[config.mk]
export PLATFORM = sky130hd
export DESIGN_NAME = adc_slot_sequencer
export DESIGN_NICKNAME = d
export VERILOG_FILES = /design/src/rtl/seq_pkg.sv /design/src/rtl/seq_req_capture.sv /design/src/rtl/seq_slot_ctrl.sv /design/src/rtl/seq_bank_latch.sv /design/src/rtl/adc_slot_sequencer.sv
export SDC_FILE = /design/constraint.sdc
export NUM_CORES = 1
export LEC_CHECK = 0
export BUFFER_PORTS_ARGS = -buffer_cell sky130_fd_sc_hd__clkbuf_2
export CORE_MARGIN = 3
export CORE_UTILIZATION = 53
export CTS_BUF_LIST = sky130_fd_sc_hd__clkbuf_4 sky130_fd_sc_hd__clkbuf_8
export CTS_CLUSTER_SIZE = 12
export DETAILED_ROUTE_END_ITERATION = 6
export PLACE_DENSITY = 0.8
export SLEW_MARGIN = 40
export SYNTH_ARGS = -nofsm -noshare
export SYNTH_HDL_FRONTEND = slang
export SYNTH_SLANG_ARGS = --single-unit
[constraint.sdc]
create_clock -name clk -period 2.6 [get_ports clk]
set_input_delay 0.39 -clock clk [delete_from_list [all_inputs] [get_ports clk]]
set_output_delay 0.39 -clock clk [all_outputs]
set_load 0.01 [all_outputs]
[src/rtl/seq_pkg.sv]
package seq_pkg;
  localparam int SEL_W = 4;
  typedef logic [SEL_W-1:0] sel_t;
endpackage

[src/rtl/seq_req_capture.sv]
module seq_req_capture (
  input  logic clk,
  input  logic rst_n,
  input  logic req_in,
  input  logic busy,
  input  logic take,
  output logic pend_eff
);
  logic req_q, pend_q;
  logic req_d, pend_d;
  logic rise;

  always_comb begin
    rise     = req_in & ~req_q;
    pend_eff = pend_q | (rise & ~busy);
    req_d    = req_in;
    pend_d   = take ? 1'b0 : pend_eff;
  end

  always_ff @(posedge clk or negedge rst_n) begin
    if (!rst_n) begin
      req_q  <= 1'b0;
      pend_q <= 1'b0;
    end else begin
      req_q  <= req_d;
      pend_q <= pend_d;
    end
  end


  merge_while_busy_chk: assert property (@(posedge clk) disable iff (!rst_n)
    (busy && !pend_q) |=> !pend_q);
endmodule

[src/rtl/seq_slot_ctrl.sv]
module seq_slot_ctrl #(
  parameter int NSLOTS = 10,
  parameter int DIV_W  = 4,
  parameter int SLOT_W = $clog2(NSLOTS)
) (
  input  logic              clk,
  input  logic              rst_n,
  input  logic              tick,
  input  logic [DIV_W-1:0]  div_cfg,
  input  logic              pend_eff,
  output logic [SLOT_W-1:0] slot_idx,
  output logic              alt_frame,
  output logic              slot_start,
  output logic              frame_start,
  output logic              take
);
  localparam int CW = SLOT_W + 1;

  logic              run_q, run_d;
  logic [SLOT_W-1:0] slot_q, slot_d;
  logic [CW-1:0]     cnt_q, cnt_d, cnt_clamp;
  logic              alt_q, alt_d, ss_q, ss_d, fs_q, fs_d;
  logic              boundary;

  always_comb begin
    if (div_cfg == '0)                 cnt_clamp = CW'(1);
    else if (int'(div_cfg) > NSLOTS)   cnt_clamp = CW'(NSLOTS);
    else                               cnt_clamp = CW'(div_cfg);
  end

  always_comb begin
    boundary = !run_q || (({1'b0, slot_q} + 1'b1) == cnt_q);
    take     = tick & boundary;
    run_d  = run_q;
    slot_d = slot_q;
    cnt_d  = cnt_q;
    alt_d  = alt_q;
    ss_d   = 1'b0;
    fs_d   = 1'b0;
    if (tick) begin
      ss_d = 1'b1;
      if (boundary) begin
        run_d  = 1'b1;
        slot_d = '0;
        cnt_d  = cnt_clamp;
        alt_d  = pend_eff;
        fs_d   = 1'b1;
      end else begin
        slot_d = slot_q + 1'b1;
      end
    end
  end

  always_ff @(posedge clk or negedge rst_n) begin
    if (!rst_n) begin
      run_q  <= 1'b0;
      slot_q <= '0;
      cnt_q  <= '0;
      alt_q  <= 1'b0;
      ss_q   <= 1'b0;
      fs_q   <= 1'b0;
    end else begin
      run_q  <= run_d;
      slot_q <= slot_d;
      cnt_q  <= cnt_d;
      alt_q  <= alt_d;
      ss_q   <= ss_d;
      fs_q   <= fs_d;
    end
  end

  assign slot_idx    = slot_q;
  assign alt_frame   = alt_q;
  assign slot_start  = ss_q;
  assign frame_start = fs_q;


  slot_in_range_chk: assert property (@(posedge clk) disable iff (!rst_n)
    run_q |-> ({1'b0, slot_q} < cnt_q) && (int'(cnt_q) <= NSLOTS) && (cnt_q != '0));

  frame_at_slot0_chk: assert property (@(posedge clk) disable iff (!rst_n)
    fs_q |-> (ss_q && slot_q == '0));

  slot_after_tick_chk: assert property (@(posedge clk) disable iff (!rst_n)
    ss_q |-> $past(tick));

  alt_only_at_frame_chk: assert property (@(posedge clk) disable iff (!rst_n)
    !fs_q |-> $stable(alt_q));
endmodule

[src/rtl/seq_bank_latch.sv]
module seq_bank_latch
  import seq_pkg::*;
#(
  parameter int NSLOTS = 10,
  parameter int SLOT_W = $clog2(NSLOTS)
) (
  input  logic                    clk,
  input  logic                    rst_n,
  input  logic                    load,
  input  logic                    use_alt,
  input  logic [NSLOTS*SEL_W-1:0] norm_bank,
  input  logic [NSLOTS*SEL_W-1:0] alt_bank,
  input  logic [SLOT_W-1:0]       slot_idx,
  output sel_t                    sel
);
  logic [NSLOTS*SEL_W-1:0] bank_q, bank_d;
  sel_t fields [NSLOTS];

  always_comb begin
    bank_d = bank_q;
    if (load) bank_d = use_alt ? alt_bank : norm_bank;
  end

  always_ff @(posedge clk or negedge rst_n) begin
    if (!rst_n) bank_q <= '0;
    else        bank_q <= bank_d;
  end

  for (genvar g = 0; g < NSLOTS; g++) begin : g_unpack
    assign fields[g] = bank_q[g*SEL_W +: SEL_W];
  end

  always_comb begin
    sel = '0;
    for (int i = 0; i < NSLOTS; i++)
      if (slot_idx == SLOT_W'(i)) sel = fields[i];
  end


  sel_hold_chk: assert property (@(posedge clk) disable iff (!rst_n)
    ($stable(slot_idx) && !$past(load)) |-> $stable(sel));
endmodule

[src/rtl/adc_slot_sequencer.sv]
module adc_slot_sequencer
  import seq_pkg::*;
#(
  parameter int NSLOTS = 10,
  parameter int DIV_W  = 4,
  localparam int SLOT_W = $clog2(NSLOTS)
) (
  input  logic                    clk,
  input  logic                    rst_n,
  input  logic                    tick,
  input  logic [DIV_W-1:0]        slot_cnt_cfg,
  input  logic [NSLOTS*SEL_W-1:0] norm_sel_cfg,
  input  logic [NSLOTS*SEL_W-1:0] alt_sel_cfg,
  input  logic                    alt_req,
  input  logic                    batt_en_cfg,
  output logic [SLOT_W-1:0]       slot_idx,
  output logic [SEL_W-1:0]        mux_sel,
  output logic                    alt_frame,
  output logic                    slot_start,
  output logic                    frame_start,
  output logic                    batt_mon_en
);
  logic pend_eff, take;
  logic batt_q, batt_d;

  seq_req_capture u_req (
    .clk(clk), .rst_n(rst_n), .req_in(alt_req), .busy(alt_frame),
    .take(take), .pend_eff(pend_eff)
  );

  seq_slot_ctrl #(.NSLOTS(NSLOTS), .DIV_W(DIV_W), .SLOT_W(SLOT_W)) u_ctrl (
    .clk(clk), .rst_n(rst_n), .tick(tick), .div_cfg(slot_cnt_cfg),
    .pend_eff(pend_eff), .slot_idx(slot_idx), .alt_frame(alt_frame),
    .slot_start(slot_start), .frame_start(frame_start), .take(take)
  );

  seq_bank_latch #(.NSLOTS(NSLOTS), .SLOT_W(SLOT_W)) u_bank (
    .clk(clk), .rst_n(rst_n), .load(take), .use_alt(pend_eff),
    .norm_bank(norm_sel_cfg), .alt_bank(alt_sel_cfg),
    .slot_idx(slot_idx), .sel(mux_sel)
  );

  always_comb batt_d = batt_en_cfg;

  always_ff @(posedge clk or negedge rst_n) begin
    if (!rst_n) batt_q <= 1'b0;
    else        batt_q <= batt_d;
  end

  assign batt_mon_en = batt_q;


  batt_follow_chk: assert property (@(posedge clk) disable iff (!rst_n)
    !$stable(batt_mon_en) |-> (batt_mon_en == $past(batt_en_cfg)));
endmodule

==> results by group <==
Final layout
  • Commonest non-fill, non-tap cells in the layout: clkbuf_2 (99), nand2_1 (54), dfrtp_1 (53), mux2i_1 (40), o21ai_2 (34)
  • Area grow syn2layout: 24.9%
  • Finished layout cell area: ~4000 µm²
  • # diodes: 0
  • Most common cell after layout, fill and taps aside: clkbuf_2
  • Layout cell share with drive strength beyond 1: 0.424
  • # nets final: between 500 and 600

Pwr
  • Switching share of power: 0.418
  • Sequential Power Share: 0.324
  • Logic gate share of total power: 0.539
  • Power per cell area: ~1200 nW/µm²
  • Leak: approximately 1.9 nW
  • Worst vdd ir: approximately 500 µV
  • NetSw: a little over 2 mW
  • Internal power: between 2 and 3 mW
  • Clock share of power: 0.137

Worst setup path
  • Crit. End Element: output port
  • R2R Setup Slk: roughly 0.33 ns
  • WP data required: roughly 2.2 ns
  • CP Launch Type: flip-flop
  • Worst-path fanout max: 10
  • Arr. time, crit path: approximately 2.2 ns
  • Setup Crit Path Kind: reg2out

Synth
  • EDFF count, synth: 0
  • Synth Instances: roughly 330
  • Sequential share of the synthesized area: 0.428
  • Synth unique cells: 44
  • Synth Area in Adders: 0.0156
  • Mux cell area share after synthesis: 0.128
  • Synth warnings: 0
  • FFs w/ async S/R, synth: 1.00
  • #FFs+latches synth: 55
  • Synth Net Count: 420
  • Ys flop type: dfrtp_1
  • Largest family of logic cells by synthesized area: compound AO/OA/AOI/OAI gates
  • Netlist Area Pre-Place: between 3000 and 4000 µm²
  • Post-Synth Simple-Gate Area: 0.121
  • Mean Syn Cell Area: between 9 and 10 µm²
  • Complex-gate fraction of the synthesized area: 0.216
  • Xor and xnor area share after synthesis: 0.0234

Clocking
  • CTS buffer count: 5
  • CTS tree: yes
  • CTS Buffer Depth: 2
  • Post-cts hold buffer count: 0
  • Clock sinks: 55
  • Worst-path clk slew: 0.10 ns
  • Root buffer cell: clkbuf_8
  • Clock latency on the worst-skew pair: roughly 0.31 ns
  • H-tree depth: 2

Detailed routing
  • DR pass1 iterations: 4
  • Vias per inst: between 5 and 6
  • Post-route ant nets: 0
  • Vias: approximately 2700
  • Drc violations: 0
  • Initial DRC count: between 200 and 300
  • WL final: approximately 7.9 mm
  • Avg WL per Cell: between 15 and 20 µm

Min path
  • Worst hold path type: in2reg

Die
  • FP Rows: 27
  • Die height: roughly 84 µm
  • Num ports: 101
  • Die extent in x: approximately 84 µm
  • Initial core utilization: 0.566
  • Core area: approximately 5700 µm²
  • Die Footprint: about 7000 µm²

Placed design
  • Routability cong.: roughly 0.86
  • HPWL after DPL: between 5 and 6 mm
  • Dpl cell area: ~3700 µm²
  • # port buffers: 100
  • Place WS: around 0.22 ns

Timing
  • FMAX: approximately 390 MHz
  • Period utilization: 0.985
  • Max_slew headroom: 0.540
  • Minimum clock period: between 2 and 3 ns
  • Final Max Slew Viols: 0
  • Endpoints failing setup: 0
  • Layout Skew: 0.00657 ns
  • Worst-margin pin slew: between 0.6 and 0.7 ns
  • Hold Violations, Final: 0
  • RSZ-0062 raised after global routing: true
  • Worst setup margin: 0.0388 ns

Global routing
  • Pin count of the biggest net entering global routing: 56
  • Number of global-route vias before repair: 2707
  • Initial antenna violation count: 0
  • First-pass GRT wire length: ~13 mm
  • Grt total ovfl: 0
  • GRT Overall Usage: 0.222

Run status
  • Status: finished, final reports clean

Flow run
  • Max-cap check violation count: 0
[registers in the layout, indices dropped and copies added, names as in the netlist]
name and count:
u_ctrl.slot_start 1, u_ctrl.cnt_q 4, u_req.pend_q 1, u_req.req_q 1
u_ctrl.run_q 1, u_ctrl.slot_idx 4, u_ctrl.alt_frame 1, batt_mon_en 1
u_ctrl.frame_start 1, u_bank.bank_q 40
[path summary, 6_finish.rpt]
| path | startpoint | endpoint | depth (start not counted) |
|---|---|---|---|
| min | batt_en_cfg | batt_mon_en | 1 |
| max | u_ctrl.slot_idx[0] | mux_sel[1] | 8 |
| max in group asynchronous | rst_n | u_ctrl.slot_idx[1] | 2 |
| min reg2reg | u_bank.bank_q[20] | u_bank.bank_q[20] | 2 |
| min in group asynchronous | rst_n | u_bank.bank_q[22] | 2 |
| max reg2reg | u_ctrl.slot_idx[0] | u_bank.bank_q[26] | 8 |
[repair_timing]
item	in CTS	in global routing
pin swaps	1	6
endpoints found under the setup margin	4	4
resized for setup	5	22
buffers inserted	2	3
[worst max-delay path, stage by stage, from the launching register on]
cell	delay (ns)
dfrtp_2	0.48
inv_2	0.15
ha_4	0.22
nand3b_1	0.14
a221oi_2	0.34
a2bb2oi_2	0.18
a21oi_1	0.06
a21oi_1	0.14
clkbuf_2	0.15
[cells by family after synthesis]
| family | Yosys count |
|---|---|
| compound gates | 99 |
| xor+xnor | 7 |
| fa+ha+maj | 4 |
| buf+inv | 36 |
| flops | 55 |
| mux | 41 |
| simple gates | 85 |
[synthesized netlist by cell type (3+ instances only)]
cell	instances	area, µm²
xor2_1	4	35.0
o21ai_2	34	298
buf_2	3	15.0
nor2_1	6	22.5
mux2i_1	40	400
o21ai_1	11	55.1
clkbuf_1	8	30.0
ha_1	4	50.1
o22ai_1	4	25.0
nand2b_1	4	25.0
nor2b_1	3	18.8
a21oi_1	19	95.1
o21ai_0	11	55.1
a221oi_1	3	26.3
buf_6	10	113
dfrtp_1	55	1380
nand2_1	54	203
inv_1	13	48.8
nand3b_1	6	45.0
[cell type report]
class	count	area, µm²
well taps	72	90.1
fillers	447	1660
repair buffers	115	626
multi-input cells	236	1740
inverters	13	48.8
flip-flops and latches	55	1380
clock inverters	2	60.1
clock buffers	6	76.3
[power by group through the flow]
| stage | Clock, mW | Combinational (mW) | Sequential (mW) |
|---|---|---|---|
| after CTS | 0.671 | 2.36 | 1.54 |
| after global routing | 0.711 | 2.89 | 1.61 |
| after detailed placement | 0 | 2.30 | 1.56 |
| after global placement | 0 | 2.22 | 1.54 |
| final | 0.662 | 2.61 | 1.56 |
| after floorplan | 0 | 1.82 | 1.45 |
[metrics by stage]
step	utilization	TNS [ns]	total power [mW]	hold slack, ns	instances
after global routing	0.707	-0.102	5.21	0.172	499
after floorplan	-	0	3.27	0.0944	327
after CTS	0.686	0	4.56	0.176	496
after global placement	0.657	0	3.77	0.464	486
after detailed placement	0.657	0	3.86	0.471	486
final	0.707	0	4.83	0.180	499
[metal layers]
metal,global-route usage,vias to the layer above,share of wire
met4,0.0585,0,0.030
met2,0.386,116,0.49
met1,0.284,1251,0.41
li1,-,1350,-
met5,0,-,0
met3,0.0415,20,0.065
Note: power is estimated with default switching activity, not from simulation.
